--- src/rtl/clkreg_pkg.sv ---
package clkreg_pkg;

    // Alias operation; its encoding equals address bits 3:2
    typedef enum logic [1:0] {
        ALIAS_WR  = 2'd0,
        ALIAS_SET = 2'd1,
        ALIAS_CLR = 2'd2,
        ALIAS_TOG = 2'd3
    } alias_op_e;

    typedef enum logic [2:0] {
        REG_NONE  = 3'd0,
        REG_FRAC  = 3'd1,
        REG_BYP   = 3'd2,
        REG_PLAIN = 3'd3,
        REG_STAT  = 3'd4
    } reg_id_e;

    typedef struct packed {
        reg_id_e   id;
        alias_op_e op;
        logic [3:0] pidx;
    } dec_t;

endpackage

--- src/rtl/clkreg_alias.sv ---
module clkreg_alias
    import clkreg_pkg::*;
#(
    parameter int W = 32
) (
    input  logic [W-1:0] cur,
    input  logic [W-1:0] wdata,
    input  logic [W-1:0] mask,
    input  alias_op_e    op,
    output logic [W-1:0] nxt
);

    logic [W-1:0] raw;

    always_comb begin
        case (op)
            ALIAS_SET: raw = cur | wdata;
            ALIAS_CLR: raw = cur & ~wdata;
            ALIAS_TOG: raw = cur ^ wdata;
            default:   raw = wdata;
        endcase
        nxt = raw & mask;
    end

endmodule

--- src/rtl/clkreg_frac_clamp.sv ---
module clkreg_frac_clamp #(
    parameter int NUM_FIELDS = 4,
    parameter int FIELD_W    = 6,
    parameter int SLOT_W     = 8,
    parameter int MIN_VAL    = 18,
    parameter int MAX_VAL    = 35
) (
    input  logic [NUM_FIELDS*SLOT_W-1:0] raw,
    output logic [NUM_FIELDS*SLOT_W-1:0] clamped,
    output logic                         out_of_range
);

    localparam int TOP_W = SLOT_W - FIELD_W;

    logic [NUM_FIELDS-1:0] below;
    logic [NUM_FIELDS-1:0] above;

    for (genvar i = 0; i < NUM_FIELDS; i++) begin : g_field
        logic [FIELD_W-1:0] fld;
        logic [FIELD_W-1:0] fixed;
        assign fld      = raw[i*SLOT_W +: FIELD_W];
        assign below[i] = fld < FIELD_W'(MIN_VAL);
        assign above[i] = fld > FIELD_W'(MAX_VAL);
        assign fixed    = below[i] ? FIELD_W'(MIN_VAL) :
                          above[i] ? FIELD_W'(MAX_VAL) : fld;
        assign clamped[i*SLOT_W +: SLOT_W] = {raw[i*SLOT_W+FIELD_W +: TOP_W], fixed};
    end

    assign out_of_range = |(below | above);

endmodule

--- src/rtl/clkreg_decode.sv ---
module clkreg_decode
    import clkreg_pkg::*;
#(
    parameter int ADDR_W    = 8,
    parameter int NUM_PLAIN = 5
) (
    input  logic [ADDR_W-1:0] addr,
    output dec_t              dec
);

    localparam int IDX_W    = ADDR_W - 4;
    localparam int PLAIN_LO = 2;
    localparam int STAT_IDX = PLAIN_LO + NUM_PLAIN;

    logic [IDX_W-1:0] idx;
    int               idx_i;

    assign idx   = addr[ADDR_W-1:4];
    assign idx_i = int'(idx);

    always_comb begin
        dec.id   = REG_NONE;
        dec.op   = ALIAS_WR;
        dec.pidx = '0;
        if (addr[1:0] == 2'b00) begin
            if (idx_i == 0) begin
                dec.id = REG_FRAC;
                dec.op = alias_op_e'(addr[3:2]);
            end else if (idx_i == 1) begin
                dec.id = REG_BYP;
                dec.op = alias_op_e'(addr[3:2]);
            end else if (addr[3:2] == 2'b00) begin
                if (idx_i >= PLAIN_LO && idx_i < STAT_IDX) begin
                    dec.id   = REG_PLAIN;
                    dec.pidx = 4'(idx_i - PLAIN_LO);
                end else if (idx_i == STAT_IDX) begin
                    dec.id = REG_STAT;
                end
            end
        end
    end

endmodule

--- src/rtl/clkreg_bank.sv ---
module clkreg_bank
    import clkreg_pkg::*;
#(
    parameter int ADDR_W     = 8,
    parameter int DATA_W     = 32,
    parameter int NUM_FIELDS = 4,
    parameter int FIELD_W    = 6,
    parameter int FRAC_MIN   = 18,
    parameter int FRAC_MAX   = 35,
    parameter int BYP_LSB    = 4,
    parameter int BYP_W      = 5,
    parameter int NUM_PLAIN  = 5
) (
    input  logic              clk,
    input  logic              rst_n,
    input  logic              wr_en,
    input  logic [ADDR_W-1:0] wr_addr,
    input  logic [DATA_W-1:0] wr_data,
    input  logic              rd_en,
    input  logic [ADDR_W-1:0] rd_addr,
    output logic [DATA_W-1:0] rd_data,
    output logic              rd_valid,
    output logic [DATA_W-1:0] frac_cfg,
    output logic [BYP_W-1:0]  bypass_cfg,
    output logic              err_flag
);

    localparam int SLOT_W = DATA_W / NUM_FIELDS;

    function automatic logic [DATA_W-1:0] frac_pattern(input logic with_min);
        logic [DATA_W-1:0] v;
        v = '0;
        for (int i = 0; i < NUM_FIELDS; i++) begin
            v[i*SLOT_W + SLOT_W - 1] = 1'b1;
            if (with_min) v[i*SLOT_W +: FIELD_W] = FIELD_W'(FRAC_MIN);
            else          v[i*SLOT_W +: FIELD_W] = '1;
        end
        return v;
    endfunction

    localparam logic [DATA_W-1:0] FRAC_MASK = frac_pattern(1'b0);
    localparam logic [DATA_W-1:0] FRAC_RST  = frac_pattern(1'b1);
    localparam logic [DATA_W-1:0] BYP_MASK  = DATA_W'(((1 << BYP_W) - 1) << BYP_LSB);

    typedef struct packed {
        logic [DATA_W-1:0]                frac;
        logic [DATA_W-1:0]                byp;
        logic [NUM_PLAIN-1:0][DATA_W-1:0] plain;
        logic                             err;
        logic [DATA_W-1:0]                rdata;
        logic                             rvalid;
    } state_t;

    state_t s_d, s_q;

    dec_t              wr_dec;
    dec_t              rd_dec;
    logic [DATA_W-1:0] frac_raw;
    logic [DATA_W-1:0] frac_fix;
    logic              frac_bad;
    logic [DATA_W-1:0] byp_next;

    clkreg_decode #(.ADDR_W(ADDR_W), .NUM_PLAIN(NUM_PLAIN)) u_wr_dec (
        .addr (wr_addr),
        .dec  (wr_dec)
    );

    clkreg_decode #(.ADDR_W(ADDR_W), .NUM_PLAIN(NUM_PLAIN)) u_rd_dec (
        .addr (rd_addr),
        .dec  (rd_dec)
    );

    clkreg_alias #(.W(DATA_W)) u_frac_alias (
        .cur   (s_q.frac),
        .wdata (wr_data),
        .mask  (FRAC_MASK),
        .op    (wr_dec.op),
        .nxt   (frac_raw)
    );

    clkreg_frac_clamp #(
        .NUM_FIELDS (NUM_FIELDS),
        .FIELD_W    (FIELD_W),
        .SLOT_W     (SLOT_W),
        .MIN_VAL    (FRAC_MIN),
        .MAX_VAL    (FRAC_MAX)
    ) u_clamp (
        .raw          (frac_raw),
        .clamped      (frac_fix),
        .out_of_range (frac_bad)
    );

    clkreg_alias #(.W(DATA_W)) u_byp_alias (
        .cur   (s_q.byp),
        .wdata (wr_data),
        .mask  (BYP_MASK),
        .op    (wr_dec.op),
        .nxt   (byp_next)
    );

    always_comb begin
        s_d        = s_q;
        s_d.rvalid = rd_en;
        s_d.rdata  = '0;

        // Read path sees the current state only
        if (rd_en) begin
            case (rd_dec.id)
                REG_FRAC:  s_d.rdata = s_q.frac;
                REG_BYP:   s_d.rdata = s_q.byp;
                REG_PLAIN: s_d.rdata = s_q.plain[rd_dec.pidx];
                REG_STAT:  s_d.rdata = DATA_W'(s_q.err);
                default:   s_d.rdata = '0;
            endcase
        end

        if (wr_en) begin
            case (wr_dec.id)
                REG_FRAC: begin
                    s_d.frac = frac_fix;
                    if (frac_bad) s_d.err = 1'b1;
                end
                REG_BYP:   s_d.byp = byp_next;
                REG_PLAIN: s_d.plain[wr_dec.pidx] = wr_data;
                default: ;
            endcase
        end
    end

    always_ff @(posedge clk) begin
        if (!rst_n) begin
            s_q.frac   <= FRAC_RST;
            s_q.byp    <= BYP_MASK;
            s_q.plain  <= '0;
            s_q.err    <= 1'b0;
            s_q.rdata  <= '0;
            s_q.rvalid <= 1'b0;
        end else begin
            s_q <= s_d;
        end
    end

    assign rd_data    = s_q.rdata;
    assign rd_valid   = s_q.rvalid;
    assign frac_cfg   = s_q.frac;
    assign bypass_cfg = s_q.byp[BYP_LSB +: BYP_W];
    assign err_flag   = s_q.err;

endmodule

--- config.mk ---
export PLATFORM = sky130hd
export DESIGN_NAME = clkreg_bank
export DESIGN_NICKNAME = d
export VERILOG_FILES = /design/src/rtl/clkreg_pkg.sv /design/src/rtl/clkreg_alias.sv /design/src/rtl/clkreg_frac_clamp.sv /design/src/rtl/clkreg_decode.sv /design/src/rtl/clkreg_bank.sv
export SDC_FILE = /design/constraint.sdc
export NUM_CORES = 1
export LEC_CHECK = 0
export BUFFER_PORTS_ARGS = -buffer_cell sky130_fd_sc_hd__buf_2
export CORE_MARGIN = 4
export CORE_UTILIZATION = 45
export CTS_CLUSTER_SIZE = 25
export DETAILED_ROUTE_END_ITERATION = 16
export PLACE_DENSITY = 0.6
export SYNTH_ARGS = -nofsm -noshare
export SYNTH_HDL_FRONTEND = slang
export SYNTH_HIERARCHICAL = 1
export SYNTH_SLANG_ARGS = --single-unit
--- constraint.sdc ---
create_clock -name clk -period 4.6 [get_ports clk]
set_input_delay 0.92 -clock clk [delete_from_list [all_inputs] [get_ports clk]]
set_output_delay 0.92 -clock clk [all_outputs]
set_load 0.01 [all_outputs]
# Word level (Yosys, flattened, before mapping)
# Index checks and enable logic that the tools add are counted.
# classes
reduce_logical	15
n_eq_ne	14
div	0
bitwise_logic	8
add_sub_neg	2
magnitude_cmp	15
n_mul	0
shifts	0
muxes	38
# op_table
cell	n
$bwmux W160	1
$pmux W32 S4	1
$bmux W32 S3	1
$demux W32 S3	1
$pmux W32 S3	1
$logic_not A32 Y1	2
$mux W32	2
$mux W6	8
$and A32 B32 Y32	1
$mux W4	8
$not A32 Y32	1
$or A32 B32 Y32	1
$xor A32 B32 Y32	1
$pmux W9 S3	1
$gt A6 B6 Y1 const B	4
$lt A6 B5 Y1 const B	4
$mux W3	8
$mux W9	2
$eq A3 B2 Y1 const B	4
$mux W5	2
$and A9 B9 Y9	1
$or A9 B9 Y9	1
$xor A9 B9 Y9	1
$eq A4 B2 Y1 const B	2
17 further kinds	33
# totals
latch_bits	0
ramBits	0
n_memories	0
ff_bits	227
romBits	0
input_bits	52

# Longest topological paths before layout
# Gate-level depths: netlist of the first run.
# depth
ltp_word	13
ltp_mapped	14

# By module
# Netlist of the first run, hierarchy kept.
# modules_own_cells
module	area_per_inst_um2	instances	cells_per_inst
clkreg_bank	11582.4	1	1337
clkreg_alias at u_byp_alias	2172.1	1	243
clkreg_alias at u_frac_alias	2140.8	1	246
clkreg_frac_clamp	354.1	1	57
clkreg_decode	171.4	2	22

# Least setup slack after synthesis of the first run
# OpenSTA, ideal clock, no wires.
# synth_timing
path_type	in2reg
start	input wr_addr[7]
end	register s_q, in the netlist err_flag
path_slack_ps	644
cell_stages	12
required_time_ps	4485
setup_ps	115
arrival_time_ps	3841
n_path_buf	2
cell_sequence	or3_1 nor3_1 and2_1 buf_6 buf_12 mux4_2 and2_1 nor4b_2 a31oi_1 or4_1 a21oi_1 nor2b_1
# synth_rtl
item	line	rtl
from (decl)	clkreg_bank.sv:17	input logic [ADDR_W-1:0] wr_addr,
to (decl)	clkreg_bank.sv:54	state_t s_d, s_q;

==> run metrics, run 1 <==
Final Hold Vio Count 0; Clock Skew 0.02496 ns; RSZ-0062 raised after global routing no; Slew headroom 0.04005; post-CTS setup buffer count 0; final setup vio count 0; die area 39950 um^2; max-cap violations 0; arrival time at the worst endpoint 4.05 ns; clk buf depth 3; hold crit path type register to register; crit path launch type input port; WP data required 5.05 ns; gr ovfl total 0; Sink Count 258; Leak 0.007631 uW; layout net count 2152; synthesis-to-layout area growth 10.21%; outcome completed; Synth Warn # 6; fmax 0.2779 GHz; Mapped Cells 1923; crit end category register; Via density 5.279; CTS buffer count 30; period utilization 0.7821; crit path max fanout 12; minimum clock period after layout 3.598 ns; first-pass GRT wire length 71.35 mm; Initial Util 0.4547; clk slew on worst S/H paths 0.06 ns; most frequent cells in the layout nand2_1 (282), dfxtp_1 (258), inv_1 (192); drt first-iter violations 793; WL per Instance 18.31 um; Resized cells post-CTS 0; TritonCTS clock tree done; worst slew pin tran 1.440 ns; die height 199.9 um; hpwl dp 29.11 mm; gpl congestion 0.8210; Post-route DRC 0; via count 13000; Final ANT Viol Nets 0; Crit Path Class input port to register; Core ar. 36430 um^2; GRT Total Usage 0.2232; Fill cells 3463; power per cell area 279.7 nW/um^2; Worst VDD drop 0.0002550 V; H-tree depth 1; Routed WL 45.08 mm; flop-to-flop setup slack 1.87 ns; commonest non-fill, non-tap cell in the layout nand2_1; DRT Pass-1 Iters 5; number of global-route vias before repair 12760; largest net degree at the start of global routing 290; dpl cell area 17220 um^2; Pins Over Slew Limit 0; floorplan row count 70; initial antenna violation count 4; r2r worst-path depth 9; final instance area 18260 um^2; PortBufs 122; root buffer cell clkbuf_16; syn_area_per_cell 8.615 um^2; Post-CTS Hold Fix Bufs 0; I/O Pins 123; Hold Crit Depth 2; clk_lat worst skew 0.57 ns; Final TNS setup 0 ns; die width 199.9 um; share of layout cells above drive strength 1 0.1641; synthesized area 16570 um^2
[stage by stage]
step / util / std cells / total power [uW] / worst slack (ns) / hold WS [ns]
6_report: 0.5011 / 2462 / 5107 / 1.002 / 0.4486
5_1_grt: 0.5011 / 2462 / 5303 / 0.7315 / 0.4694
4_1_cts: 0.5010 / 2461 / 5157 / 1.003 / 0.4502
3_5_place_dp: 0.4726 / 2406 / 2657 / 0.4251 / 0.4403
3_3_place_gp: 0.4726 / 2406 / 2641 / 0.4866 / 0.4372
2_1_floorplan: - / 1985 / 2537 / 0.6440 / 0.4277
[metal layers]
layer  wire, um  vias up  track usage
li1           -     6401            -
met1      20960     6251       0.3078
met2      20820      288       0.3704
met4        881        4      0.05233
met3       2400       53      0.03609
met5         27        -            0
[final cells by class]
class / instances / area, um^2 / share of cell area
multi-input cells: 1321 / 9733 / 0.5331
flip-flops and latches: 258 / 5165 / 0.2829
repair buffers: 166 / 1010 / 0.05530
clock buffers: 44 / 894.6 / 0.04900
inverters: 193 / 724.4 / 0.03968
well taps: 468 / 585.6 / 0.03207
clock inverters: 11 / 142.6 / 0.007813
diodes: 1 / 2.502 / 0.0001371
[report_power, final]
part,internal [uW],switching [uW]
clock,1510,986
combinational,149,216
sequential,2240,7.16
[sequential cells by signal (all words and copies together), names as in the netlist]
signal and cells:
s_q 187, frac_cfg 32, rd_data 32, bypass_cfg 5
err_flag 1, rd_valid 1
[critical path: stages]
cell,delay [ns]
buf_2,0.10
or3_1,0.37
nor3_1,0.14
buf_4,0.17
and2_4,0.31
buf_4,0.21
mux4_2,0.49
and2_1,0.21
or3_1,0.38
a31oi_1,0.34
and2b_2,0.26
nand2_1,0.05
a21boi_0,0.08
[worst paths after layout]
check | endpoint | start
max | frac_cfg[27] | wr_addr[7]
max reg2reg | frac_cfg[27] | frac_cfg[26]
min | s_q[123] | s_q[123]
min reg2reg | s_q[123] | s_q[123]
Power figures use the tool's default switching activity.
==> run 2, diff against run 1 <==
Clock period 4.6 ns to 3.65 ns, I/O delays scaled along.
==> run metrics, run 2 (synthesized netlist as in run 1, its figures left out) <==
Leak 0.007871 uW (was 0.007631 uW); clk buf depth 3 (unchanged); Layout Cells excl Fill 2493 (was 2462); Clock Skew 0.009745 ns (was 0.02496 ns); post-CTS setup buffer count 0 (unchanged); CTS buffer count 31 (was 30); Post-route DRC 0 (unchanged); gr ovfl total 0 (unchanged); I/O Pins 123 (unchanged); synthesis-to-layout area growth 12.99% (was 10.21%); Final TNS setup 0 ns (unchanged); H-tree depth 1 (unchanged); max-cap violations 0 (unchanged); RSZ-0062 raised after global routing no (unchanged); clk slew on worst S/H paths 0.06 ns (about the same); root buffer cell clkbuf_16 (unchanged); GRT Total Usage 0.2217 (was 0.2232); DRT Pass-1 Iters 5 (unchanged); final setup vio count 0 (unchanged); minimum clock period after layout 3.199 ns; power per cell area 347.2 nW/um^2 (was 279.7 nW/um^2); Sink Count 258 (unchanged); dpl cell area 17660 um^2 (was 17220 um^2); initial antenna violation count 0 (was 4); most frequent cells in the layout nand2_1 (282), dfxtp_1 (258), inv_1 (192) (unchanged); number of global-route vias before repair 12670 (was 12760); dpl cells 2436 (was 2406); Pins Over Slew Limit 0 (unchanged); WL per Instance 18.19 um (was 18.31 um); crit path launch type input port (unchanged); Final Hold Vio Count 0 (unchanged); first-pass GRT wire length 70.78 mm (was 71.35 mm); arrival time at the worst endpoint 3.64 ns (was 4.05 ns); WP data required 4.09 ns (was 5.05 ns); PortBufs 122 (unchanged); layout net count 2183 (was 2152); Routed WL 45.36 mm (was 45.08 mm); crit path max fanout 6 (was 12); worst slew pin tran 1.396 ns (was 1.440 ns); crit end category register (unchanged); Via density 5.326 (was 5.279); Resized cells post-CTS 0 (unchanged); Worst VDD drop 0.0003835 V (was 0.0002550 V); commonest non-fill, non-tap cell in the layout nand2_1 (unchanged); clk_lat worst skew 0.56 ns (was 0.57 ns); Largest Register s_q (unchanged); final instance area 18720 um^2 (was 18260 um^2); largest net degree at the start of global routing 290 (unchanged); Initial Util 0.4547 (unchanged); fmax 0.3126 GHz; hold crit path type register to register (unchanged); floorplan row count 70 (unchanged); Core ar. 36430 um^2 (unchanged); outcome completed (unchanged); die width 199.9 um (unchanged); Crit Path Class input port to register (unchanged); via count 13280 (was 13000); gpl congestion 0.8337 (was 0.8210); die area 39950 um^2 (unchanged); Post-CTS Hold Fix Bufs 0 (unchanged); period utilization 0.8764; Slew headroom 0.06947 (was 0.04005); hpwl dp 29.78 mm (was 29.11 mm); Final ANT Viol Nets 0 (unchanged); max reg flops 187 (unchanged); die height 199.9 um (unchanged); drt first-iter violations 726 (was 793); share of layout cells above drive strength 1 0.1793 (was 0.1641); TritonCTS clock tree done (unchanged); number of diodes 0 (was 1)
## run 2: cell types whose count changed in the layout (fill, tap and decap cells not counted)
cell and change:
nor3_1 -1, clkinv_2 +4, clkbuf_1 -3, clkinv_4 -1, diode_2 -1, inv_8 +1, buf_4 +13, inv_6 +1
nor3_2 +1, buf_12 +17
## run 2: area by class of cell
class	instances	area, um^2
clock buffers	41	883.3
clock inverters	16	173.9
multi-input cells	1321	9738
flip-flops and latches	258	5165
inverters	193	724.4
fillers	3410	17720
well taps	468	585.6
repair buffers	196	1448
## run 2: per-layer routing
metal | vias to the layer above | routed length, um | global-route usage | part of all wire
met5 | - | 0 | 0 | 0
met4 | 0 | 1046 | 0.05258 | 0.023
met3 | 69 | 2390 | 0.03004 | 0.053
met2 | 314 | 21170 | 0.3703 | 0.47
met1 | 6415 | 20750 | 0.3071 | 0.46
li1 | 6479 | - | - | -
## run 2: path summary, 6_finish.rpt
kind / start / end / slack, ns / cells after the start
setup / recovery: wr_addr[7] / err_flag / 0.45 / 12
hold / removal: s_q[60] / s_q[60] / 0.45 / 2
setup reg to reg: frac_cfg[26] / err_flag / 0.78 / 10
hold reg to reg: s_q[60] / s_q[60] / 0.45 / 2
## run 2: worst max-delay path: stages
cell and delay, ns:
buf_2 0.10, or3_1 0.40, nor3_2 0.14, and2_4 0.28
mux4_2 0.52, and2_1 0.19, nor4b_2 0.28, a31oi_1 0.12
buf_4 0.17, or4_1 0.51, a21oi_1 0.13, nor2b_1 0.06
## run 2: where the power goes
part	switching, uW	total [uW]	internal, uW
Clock	1270	3180	1910
Sequential	9.68	2830	2820
Combinational	278	484	206
Total	1560	6500	4940
## run 2: per-stage QoR
stage / hold slack [ns] / power, uW / setup WS (ns) / utilization
2_1_floorplan: 0.4277 / 3198 / 0.02147 / -
3_3_place_gp: 0.4360 / 3354 / -0.07251 / 0.4847
3_5_place_dp: 0.4418 / 3372 / -0.08390 / 0.4847
4_1_cts: 0.4497 / 6565 / 0.4999 / 0.5137
5_1_grt: 0.4731 / 6721 / 0.2853 / 0.5137
6_report: 0.4461 / 6499 / 0.4512 / 0.5137
